File: src/rtl/pulse_timer.sv
module pulse_timer #(
  parameter int CNT_W    = 16,
  parameter int SEL_W    = 3,
  parameter int MIN_LOG2 = 2
) (
  input  logic             clk,
  input  logic             rst_n,
  input  logic             wr_en,
  input  logic [1:0]       wr_addr,
  input  logic [CNT_W-1:0] wr_data,
  output logic             pulse_out,
  output logic [CNT_W-1:0] count_o
);
  localparam int PRE_W = MIN_LOG2 + (1 << SEL_W) - 1;
  localparam logic [PRE_W-1:0] PRE_ONES = '1;
  localparam logic [SEL_W-1:0] SEL_MAX  = '1;
  localparam logic [1:0] A_CTRL = 2'd0, A_PER = 2'd1, A_CMP = 2'd2;

  logic             cae_q, live_q, run_q, pol_q;
  logic [SEL_W-1:0] sel_q;
  logic [CNT_W-1:0] per_q, cmp_q, cnt_q;
  logic [PRE_W-1:0] pre_q, div_m1;
  logic             tick, core_arst_n;

  always_ff @(posedge clk or negedge rst_n)
    if (!rst_n) cae_q <= 1'b0;
    else if (wr_en && wr_addr == A_CTRL) cae_q <= wr_data[0];

  assign core_arst_n = rst_n & cae_q;

  always_ff @(posedge clk or negedge core_arst_n)
    if (!core_arst_n) live_q <= 1'b0;
    else live_q <= 1'b1;

  always_ff @(posedge clk or negedge live_q)
    if (!live_q) begin
      run_q <= 1'b0;
      pol_q <= 1'b0;
      sel_q <= '0;
      per_q <= '1;
      cmp_q <= '0;
    end else if (wr_en) begin
      case (wr_addr)
        A_CTRL: begin
          run_q <= wr_data[1];
          pol_q <= wr_data[2];
          if (!run_q) sel_q <= wr_data[4 +: SEL_W];
        end
        A_PER:   per_q <= wr_data;
        A_CMP:   cmp_q <= wr_data;
        default: ;
      endcase
    end

  assign div_m1 = PRE_ONES >> (SEL_MAX - sel_q);
  assign tick   = run_q && (pre_q == div_m1);

  always_ff @(posedge clk or negedge live_q)
    if (!live_q)     pre_q <= '0;
    else if (!run_q) pre_q <= '0;
    else if (tick)   pre_q <= '0;
    else             pre_q <= pre_q + 1'b1;

  always_ff @(posedge clk or negedge live_q)
    if (!live_q)     cnt_q <= '0;
    else if (!run_q) cnt_q <= '0;
    else if (tick)   cnt_q <= (cnt_q == per_q) ? '0 : cnt_q + 1'b1;

  assign count_o   = cnt_q;
  assign pulse_out = (run_q && cnt_q < cmp_q) ? pol_q : ~pol_q;

  assert_pre_bound_R1: assert property (@(posedge clk) disable iff (!live_q)
    pre_q <= div_m1);

  assert_hold_zero_R2: assert property (@(posedge clk) disable iff (!live_q)
    !run_q |=> (count_o == '0));

  assert_idle_level_R3: assert property (@(posedge clk) disable iff (!live_q)
    !run_q |-> (pulse_out == !pol_q));

  assert_step_R5: assert property (@(posedge clk) disable iff (!live_q)
    (run_q && $past(run_q) && count_o != $past(count_o))
      |-> (count_o == $past(count_o) + 1'b1 || count_o == '0));

  assert_unit_held_R6: assert property (@(posedge clk) disable iff (!rst_n)
    !cae_q |-> (count_o == '0 && pulse_out));

  assert_sel_locked_R8: assert property (@(posedge clk) disable iff (!live_q)
    $past(run_q) |-> $stable(sel_q));
endmodule

File: config.mk
export PLATFORM = sky130hd
export DESIGN_NAME = pulse_timer
export DESIGN_NICKNAME = d
export VERILOG_FILES = /design/src/rtl/pulse_timer.sv
export SDC_FILE = /design/constraint.sdc
export NUM_CORES = 1
export LEC_CHECK = 0
export BUFFER_PORTS_ARGS = -buffer_cell sky130_fd_sc_hd__buf_4
export CAP_MARGIN = 20
export CELL_PAD_IN_SITES_DETAIL_PLACEMENT = 1
export CELL_PAD_IN_SITES_GLOBAL_PLACEMENT = 1
export CORE_ASPECT_RATIO = 0.7
export CORE_MARGIN = 5
export CORE_UTILIZATION = 52
export CTS_BUF_LIST = sky130_fd_sc_hd__clkbuf_4 sky130_fd_sc_hd__clkbuf_8
export DETAILED_ROUTE_END_ITERATION = 6
export HOLD_SLACK_MARGIN = 0.05
export MAX_ROUTING_LAYER = met4
export PLACE_DENSITY_LB_ADDON = 0.25
export SETUP_SLACK_MARGIN = 0.05
export SLEW_MARGIN = 25
export SYNTH_ARGS = -nofsm -noshare
export SYNTH_HDL_FRONTEND = slang
export SYNTH_SLANG_ARGS = --single-unit
File: constraint.sdc
create_clock -name clk -period 5.55 [get_ports clk]
set_input_delay 0.555 -clock clk [delete_from_list [all_inputs] [get_ports clk]]
set_output_delay 0.555 -clock clk [all_outputs]
set_load 0.1 [all_outputs]
==> results.json, run 1 <==
{
  "routabilityCongestion": 0.8360,
  "grt_usage_pct": 25.43,
  "fin_skew_ns": 0.01158,
  "dieArea_um2": 8437,
  "die_w_um": 107.7,
  "grt_max_degree": 63,
  "row_count": 24,
  "synthMuxAreaShare_pct": 11.68,
  "crit_type": "flip-flop to output port",
  "finalHoldViolations": 0,
  "post-route-cell-area_um2": 4039,
  "synthAdderAreaFrac_pct": 6.450,
  "dpl_cell_area_um2": 3804,
  "startpoint_type": "flip-flop",
  "nFillCells": 712,
  "slew_headroom_pct": 34.31,
  "wirelength_mm": 9.587,
  "yosys.area_share.simple_pct": 12.50,
  "syn_inst": 325,
  "cp_common_cell": "a21oi_1",
  "synth_top_family_by_area": "simple AND/OR/NAND/NOR gates",
  "hold_path.class": "flip-flop to async pin",
  "r2r_setup_slack_ns": 3.06,
  "syn_area_um2": 3472,
  "setup_violations": 0,
  "clock-root-buffer": "clkbuf_8",
  "clock-sinks": 64,
  "initial_utilization_pct": 54.54,
  "ys_seq_area_share_pct": 46.70,
  "cp.arrival_ns": 2.61,
  "cts_max_path_buffers": 2,
  "powerDensity_nw_per_um2": 324.0,
  "wire_per_inst_um": 20.84,
  "slew_viol_final": 0,
  "synth-edff-count": 0,
  "drt-pass1-iter-count": 4,
  "port_buffers": 37,
  "grt_pass1_wl_mm": 15.83,
  "whs_ns": 0.1337,
  "post-cts-setup-buffer-count": 0,
  "synth_warnings": 0,
  "p_leak_nw": 1.758,
  "ant_nets": 0,
  "synthFlopType": "dfrtp_1",
  "clkTransAtPathRegs_ns": 0.06,
  "layout_commonest_cell": "dfrtp_1",
  "dieHeight_um": 78.37,
  "ys_ff_latch": 64,
  "synth_fp_nets": 363,
  "cts_max_level": 3,
  "worstReg2RegEnd": "count_o[9]",
  "syn_to_final_growth_pct": 16.32,
  "cts_tree": "done",
  "syn_area_per_cell_um2": 10.68,
  "grt_pass1_vias": 2933,
  "crit_required_ns": 4.99,
  "cp-end-kind": "output port",
  "timing.rr.start": "sel_q[1]",
  "final_cells": 460,
  "final_util_pct": 63.44,
  "cpPeakStageDelay_ns": 0.47,
  "final_cell_mix": "dfrtp_1, buf_4, mux2_2",
  "grt_overflow": 0,
  "period_minus_slack_ns": 3.160,
  "dr_total_vias": 2703,
  "setup_tns_ns": 0,
  "numPlacedInstances": 443,
  "drc": 0,
  "synth.distinct_cells": 46,
  "max_cap_viol_count": 0,
  "cts_buffers": 9,
  "post-route-period-util_pct": 56.94,
  "path_cells": "ha_1, a21oi_1, nor2_1, a211oi_1, o2111ai_1, a21oi_1, xnor2_1, buf_4",
  "vdd.ir_drop.worst_v": 0.0001462,
  "via_per_inst": 5.876,
  "synth_compound_area_share_pct": 11.42,
  "async_flop_share_pct": 100.0,
  "hpwl_mm": 6.635,
  "drive_above_1_share_pct": 31.17,
  "clock_latency_ns": 0.36,
  "status": "complete, no violations",
  "boundaryPins": 38,
  "tightestPinTransition_ns": 0.9824,
  "antenna_found_initial": 0,
  "drt_iter0_drc": 130,
  "rsz0062_at_grt": "no",
  "final_nets": 402,
  "cp_slowest_cell": "dfrtp_1",
  "clock.fmax_mhz": 316.4,
  "core_area_um2": 6366,
  "reg2reg_depth": 6,
  "n_antenna_cell": 0,
  "worstPathMaxFanout": 7,
  "synth_xor_area_share_pct": 6.559
}
==> layout make-up <==
class,count,area (µm²),share of cell area (%)
multi-input combinational,227,1692,41.88
clock buffer,13,160.2,3.965
tap,91,113.9,2.819
inverter,22,82.58,2.045
sequential,64,1623,40.18
timing repair buffer,40,302.8,7.497
clock inverter,3,65.06,1.611
==> critical path, delay by kind of cell (launching register included) <==
family / cells / cell delay [ns]
AO/OA/AOI/OAI: 4 / 0.91
AND/OR/NAND/NOR: 1 / 0.06
adder cells (fa/ha/maj): 1 / 0.36
XOR/XNOR: 1 / 0.14
flip-flops: 1 / 0.47
buffers and inverters: 1 / 0.32
==> cells by family after synthesis <==
| kind of cell | count (synthesis) |
|---|---|
| buffers and inverters | 34 |
| muxes | 36 |
| and+or+nand+nor | 86 |
| DFF | 64 |
| xor gates and xnor gates | 26 |
| adders and majority gates | 18 |
| other | 1 |
| AOI/OAI and AO/OA | 60 |
==> how the worst max path moves through the flow <==
stage | from | endpoint | slack, ns
after floorplan | count_o[7] | pulse_out | 1.64
after global placement | count_o[9] | pulse_out | 2.89
after detailed placement | count_o[9] | pulse_out | 2.84
after CTS | count_o[9] | pulse_out | 2.41
after global routing | count_o[9] | pulse_out | 2.24
final | count_o[9] | pulse_out | 2.39
==> timing repair <==
item	CTS	global route
hold buffers	1	0
endpoints found under the hold margin	1	0
gates resized for setup	0	0
==> sequential cells by signal (all words and copies together) (netlist names) <==
name,count
cmp_q,16
count_o,16
per_q,16
pre_q,9
sel_q,3
cae_q,1
live_q,1
pol_q,1
run_q,1
==> cell usage after synthesis, drive strengths merged, types with 2 or more instances <==
cell type | instances | area, µm²
dfstp | 16 | 420.4
dfrtp | 48 | 1201
o2111ai | 3 | 26.28
ha | 17 | 212.7
xnor2 | 23 | 201.4
inv | 22 | 82.58
nor2b | 2 | 12.51
and3 | 5 | 31.28
o21ai | 24 | 120.1
nand2 | 19 | 71.32
clkbuf | 4 | 15.01
a21oi | 11 | 58.81
o31ai | 11 | 87.58
nand2b | 2 | 12.51
o41ai | 2 | 25.03
and2 | 3 | 18.77
a31oi | 4 | 31.28
nor2 | 24 | 90.09
xor2 | 3 | 26.28
a211oi | 2 | 20.02
nand4 | 7 | 43.79
mux2 | 36 | 405.4
nand3 | 12 | 60.06
nand3b | 4 | 30.03
buf | 8 | 61.31
==> through the flow <==
stage / power [mW] / setup WS (ns)
6_report: 1.309 / 2.390
2_1_floorplan: 0.7715 / 1.642
3_5_place_dp: 0.8459 / 2.841
4_1_cts: 1.315 / 2.408
3_3_place_gp: 0.8269 / 2.891
5_1_grt: 1.365 / 2.243
==> report_power, final <==
part	total (mW)	internal, mW	switching [mW]
clock	0.459	0.280	0.179
combinational	0.250	0.112	0.138
sequential	0.600	0.542	0.0576
total	1.31	0.934	0.375
==> routing by layer <==
metal / GRT usage (%) / share of wire (%) / vias to the layer above / wire length [µm]
li1: - / - / 1227 / -
met1: 33.61 / 46 / 1376 / 4405
met2: 39.08 / 47 / 80 / 4522
met3: 5.656 / 4.7 / 20 / 453
met4: 8.449 / 2.1 / 0 / 206
met5: - / 0 / - / 0
Power figures use the tool's default switching activity.
==> run 2, diff against run 1 <==
--- a/config.mk
+++ b/config.mk
@@ -11,7 +11,7 @@
 export CELL_PAD_IN_SITES_GLOBAL_PLACEMENT = 1
 export CORE_ASPECT_RATIO = 0.7
 export CORE_MARGIN = 5
-export CORE_UTILIZATION = 52
+export CORE_UTILIZATION = 48
 export CTS_BUF_LIST = sky130_fd_sc_hd__clkbuf_4 sky130_fd_sc_hd__clkbuf_8
 export DETAILED_ROUTE_END_ITERATION = 6
 export HOLD_SLACK_MARGIN = 0.05
==> constraint.sdc (replaced) <==
create_clock -name clk -period 3.1 [get_ports clk]
set_input_delay 0.31 -clock clk [delete_from_list [all_inputs] [get_ports clk]]
set_output_delay 0.31 -clock clk [all_outputs]
set_load 0.1 [all_outputs]
==> results.json, run 2 (synthesis gave the netlist of run 1 again) <==
{
  "antenna_found_initial": 0,
  "setup_violations": 0,
  "timing.rr.start": "sel_q[1]",
  "path_buf_inv": 1,
  "cts_tree": "done",
  "rsz0062_at_grt": "no",
  "max_cap_viol_count": 0,
  "r2r_setup_slack_ns": 0.63,
  "slew_headroom_pct": 35.66,
  "powerDensity_nw_per_um2": 574.3,
  "grt_overflow": 0,
  "drt_iter0_drc": 64,
  "cp-end-kind": "output port",
  "final_cell_mix": "dfrtp_1, buf_4, mux2_2",
  "cts_buffers": 9,
  "n_antenna_cell": 0,
  "clkTransAtPathRegs_ns": 0.07,
  "ant_nets": 0,
  "crit_required_ns": 2.79,
  "numPlacedInstances": 453,
  "layout_commonest_cell": "dfrtp_1",
  "status": "complete, no violations",
  "grt_usage_pct": 22.30,
  "setup_tns_ns": 0,
  "hold_path.class": "flip-flop to async pin",
  "startpoint_type": "flip-flop",
  "tightestPinTransition_ns": 0.9621,
  "path_cells": "ha_1, a21oi_1, nor2_1, a211oi_2, o2111ai_1, a21oi_2, xnor2_2, buf_4",
  "die_w_um": 111.7,
  "cp.arrival_ns": 2.57,
  "clock.fmax_mhz": 347.8,
  "syn_to_final_growth_pct": 17.87,
  "cpPeakStageDelay_ns": 0.47,
  "port_buffers": 37,
  "critPathTopFamily": "compound AO/OA/AOI/OAI gates",
  "clock-root-buffer": "clkbuf_8",
  "drt-pass1-iter-count": 4,
  "p_leak_nw": 1.782,
  "worstPathMaxFanout": 7,
  "slew_viol_final": 0,
  "routabilityCongestion": 0.8688,
  "post-route-period-util_pct": 92.74,
  "dieHeight_um": 81.16,
  "period_minus_slack_ns": 2.875,
  "wire_per_inst_um": 19.53,
  "crit_type": "flip-flop to output port",
  "reg2reg_depth": 6,
  "clock_latency_ns": 0.35,
  "finalHoldViolations": 0,
  "nFillCells": 816,
  "via_per_inst": 5.691,
  "post-cts-setup-buffer-count": 0,
  "cts_max_level": 3,
  "dr_total_vias": 2675,
  "grt_pass1_vias": 2852,
  "cts_max_path_buffers": 2,
  "crit_end": "pulse_out",
  "cp_slowest_cell": "dfrtp_1",
  "vdd.ir_drop.worst_v": 0.0002789,
  "final_nets": 405,
  "dieArea_um2": 9062,
  "grt_max_degree": 31,
  "drive_above_1_share_pct": 32.53,
  "worstReg2RegEnd": "count_o[15]",
  "drc": 0,
  "core_area_um2": 7157,
  "initial_utilization_pct": 48.51,
  "boundaryPins": 38,
  "final_cells": 470,
  "cp_num_cells": 8,
  "grt_pass1_wl_mm": 15.10,
  "whs_ns": 0.1318,
  "clock-sinks": 64,
  "hpwl_mm": 6.564,
  "wirelength_mm": 9.181,
  "startpoint": "count_o[9]",
  "fin_skew_ns": 0.005887,
  "row_count": 26
}
[run 2: worst min-delay path by stage]
| stage | to | startpoint |
|---|---|---|
| 2_1_floorplan | cae_q | rst_n |
| 3_3_place_gp | cae_q | rst_n |
| 3_5_place_dp | cae_q | rst_n |
| 4_1_cts | live_q | cae_q |
| 5_1_grt | live_q | cae_q |
| 6_report | live_q | cae_q |
[run 2: power by group]
group | total (mW) | internal, mW | leakage (nW) | switching, mW
sequential | 1.07 | 0.970 | 0.788 | 0.0976
combinational | 0.441 | 0.207 | 0.873 | 0.234
clock | 0.842 | 0.514 | 0.120 | 0.328
total | 2.35 | 1.69 | 1.78 | 0.659
[run 2: what timing repair did]
action                                 4_1_cts  5_1_grt
hold buffers                                 1        0
setup endpoints to repair                    1        1
endpoints found under the hold margin        2        0
resized for setup                            1        1
[run 2: layer usage]
layer / global-route usage, % / routed length (µm) / vias to the layer above
met5: - / 0 / -
met1: 28.22 / 4278 / 1346
li1: - / - / 1232
met3: 6.106 / 476 / 15
met2: 35.71 / 4290 / 82
met4: 6.197 / 136 / 0
[run 2: layout make-up]
class / instances / area [µm²] / area share (%)
multi-input cells: 227 / 1708 / 41.73
inverters: 22 / 82.58 / 2.018
clock inverters: 3 / 65.06 / 1.590
flip-flops and latches: 64 / 1623 / 39.65
repair buffers: 43 / 325.3 / 7.949
well taps: 98 / 122.6 / 2.996
clock buffers: 13 / 166.4 / 4.066
[run 2: worst reg2reg max path: stages (launching register included)]
cell       delay (ns)
dfrtp_1          0.50
or4b_1           0.55
o2111ai_1        0.14
a211oi_2         0.09
a31oi_2          0.71
o21ai_0          0.30
o31ai_2          0.11
[run 2: through the flow]
| step | utilization (%) | area [µm²] | power [mW] | setup WS, ns |
|---|---|---|---|---|
| floorplan | - | 3480 | 1.386 | 0.06365 |
| global placement | 53.69 | 3842 | 1.486 | 0.5603 |
| detailed placement | 53.69 | 3842 | 1.519 | 0.5218 |
| CTS | 57.12 | 4088 | 2.369 | 0.08550 |
| global route | 57.19 | 4093 | 2.464 | 0.1442 |
| finish | 57.19 | 4093 | 2.350 | 0.2250 |
==> run 3, diff against run 2 <==
--- a/config.mk
+++ b/config.mk
@@ -16,7 +16,7 @@
 export DETAILED_ROUTE_END_ITERATION = 6
 export HOLD_SLACK_MARGIN = 0.05
 export MAX_ROUTING_LAYER = met4
-export PLACE_DENSITY_LB_ADDON = 0.25
+export PLACE_DENSITY_LB_ADDON = 0.1
 export SETUP_SLACK_MARGIN = 0.05
 export SLEW_MARGIN = 25
 export SYNTH_ARGS = -nofsm -noshare
==> results.json, run 3 (synthesis gave the netlist of run 1 again) <==
{
  "layout_commonest_cell": "dfrtp_1",
  "cp-end-kind": "output port",
  "dieHeight_um": 81.16,
  "max_cap_viol_count": 0,
  "path_cells": "ha_1, a21oi_1, nor2_1, a211oi_1, o2111ai_1, a21oi_2, xnor2_2, buf_6",
  "cts_buffers": 9,
  "clkTransAtPathRegs_ns": 0.07,
  "port_buffers": 37,
  "slew_headroom_pct": 36.39,
  "cp_slowest_cell": "dfrtp_1",
  "crit_required_ns": 2.79,
  "slew_viol_final": 0,
  "wire_per_inst_um": 18.90,
  "row_count": 26,
  "core_area_um2": 7157,
  "vdd.ir_drop.worst_v": 0.0001865,
  "cts_tree": "done",
  "powerDensity_nw_per_um2": 544.0,
  "final_util_pct": 56.66,
  "initial_utilization_pct": 48.51,
  "final_nets": 405,
  "final_cell_mix": "dfrtp_1, buf_4, mux2_2",
  "worstPathMaxFanout": 7,
  "drt-pass1-iter-count": 4,
  "dieArea_um2": 9062,
  "drt_iter0_drc": 93,
  "cts_max_level": 3,
  "clock-root-buffer": "clkbuf_8",
  "period_minus_slack_ns": 2.788,
  "tightestPinTransition_ns": 0.9512,
  "crit_type": "flip-flop to output port",
  "grt_usage_pct": 22.03,
  "cts_max_path_buffers": 2,
  "p_leak_nw": 1.766,
  "grt_max_degree": 31,
  "setup_tns_ns": 0,
  "routabilityCongestion": 0.8190,
  "cp.arrival_ns": 2.48,
  "antenna_found_initial": 0,
  "n_antenna_cell": 0,
  "clock-sinks": 64,
  "drive_above_1_share_pct": 32.26,
  "wirelength_mm": 8.885,
  "dr_total_vias": 2598,
  "post-route-period-util_pct": 89.94,
  "grt_overflow": 0,
  "ant_nets": 0,
  "clock.fmax_mhz": 358.7,
  "grt_pass1_vias": 2746,
  "nFillCells": 806,
  "setup_violations": 0,
  "grt_pass1_wl_mm": 14.92,
  "via_per_inst": 5.528,
  "hpwl_mm": 6.622,
  "hold_path.class": "flip-flop to async pin",
  "startpoint_type": "flip-flop",
  "syn_to_final_growth_pct": 16.79,
  "status": "complete, no violations",
  "die_w_um": 111.7,
  "clock_latency_ns": 0.34,
  "finalHoldViolations": 0,
  "cpPeakStageDelay_ns": 0.48,
  "fin_skew_ns": 0.007821,
  "boundaryPins": 38,
  "drc": 0,
  "rsz0062_at_grt": "no"
}
-- run 3: where the power goes --
part,internal (mW),switching [mW],total (mW)
Clock,0.393,0.307,0.700
Sequential,0.970,0.0949,1.06
Combinational,0.209,0.232,0.441
-- run 3: repair_timing --
action,4_1_cts,5_1_grt
hold endpoints to repair,2,0
endpoints found under the setup margin,0,1
hold buffers,1,0
gates resized for setup,0,2
setup buffers,0,0
-- run 3: final cells by class --
class	instances	area, µm²	area share (%)
sequential	64	1623	40.02
timing repair buffer	43	329.1	8.115
tap	98	122.6	3.024
inverter	22	82.58	2.036
clock buffer	16	195.2	4.813
multi-input combinational	227	1703	41.99
-- run 3: metrics by stage --
stage          hold WS (ns)  power, mW  cells  worst slack, ns  area (µm²)
3_3_place_gp        0.08915      1.488    453           0.6526        3842
5_1_grt              0.1861      2.329    470          0.08482        4055
2_1_floorplan       0.01441      1.386    325          0.06365        3480
4_1_cts              0.1524      2.224    470           0.1649        4048
6_report             0.1450      2.206    470           0.3119        4055
3_5_place_dp        0.09002      1.514    453           0.5386        3842
-- run 3: per-layer routing --
metal  global-route usage [%]  vias to the layer above  wire [µm]
li1                         -                     1232          -
met1                    29.97                     1317       4449
met2                    33.79                       43       4091
met3                    5.733                        6        295
met4                    4.131                        0         49
met5                        -                        -          0
-- run 3: final timing paths --
path	from	end	slack (ns)	cells after the start
max reg2reg	count_o[10]	count_o[8]	0.71	5
max in group asynchronous	live_q	per_q[7]	2.08	1
max	count_o[9]	pulse_out	0.31	8
min in group clk	wr_data[1]	run_q	0.21	3
min	cae_q	live_q	0.15	1
min reg2reg	cae_q	live_q	0.15	1
-- run 3: worst max-delay path: cells and delay by family (launching register included) --
kind / cells / cell delay (ns)
buffers and inverters: 1 / 0.24
flip-flops: 1 / 0.48
XOR/XNOR: 1 / 0.14
adder cells (fa/ha/maj): 1 / 0.35
AO/OA/AOI/OAI: 4 / 0.88
AND/OR/NAND/NOR: 1 / 0.06
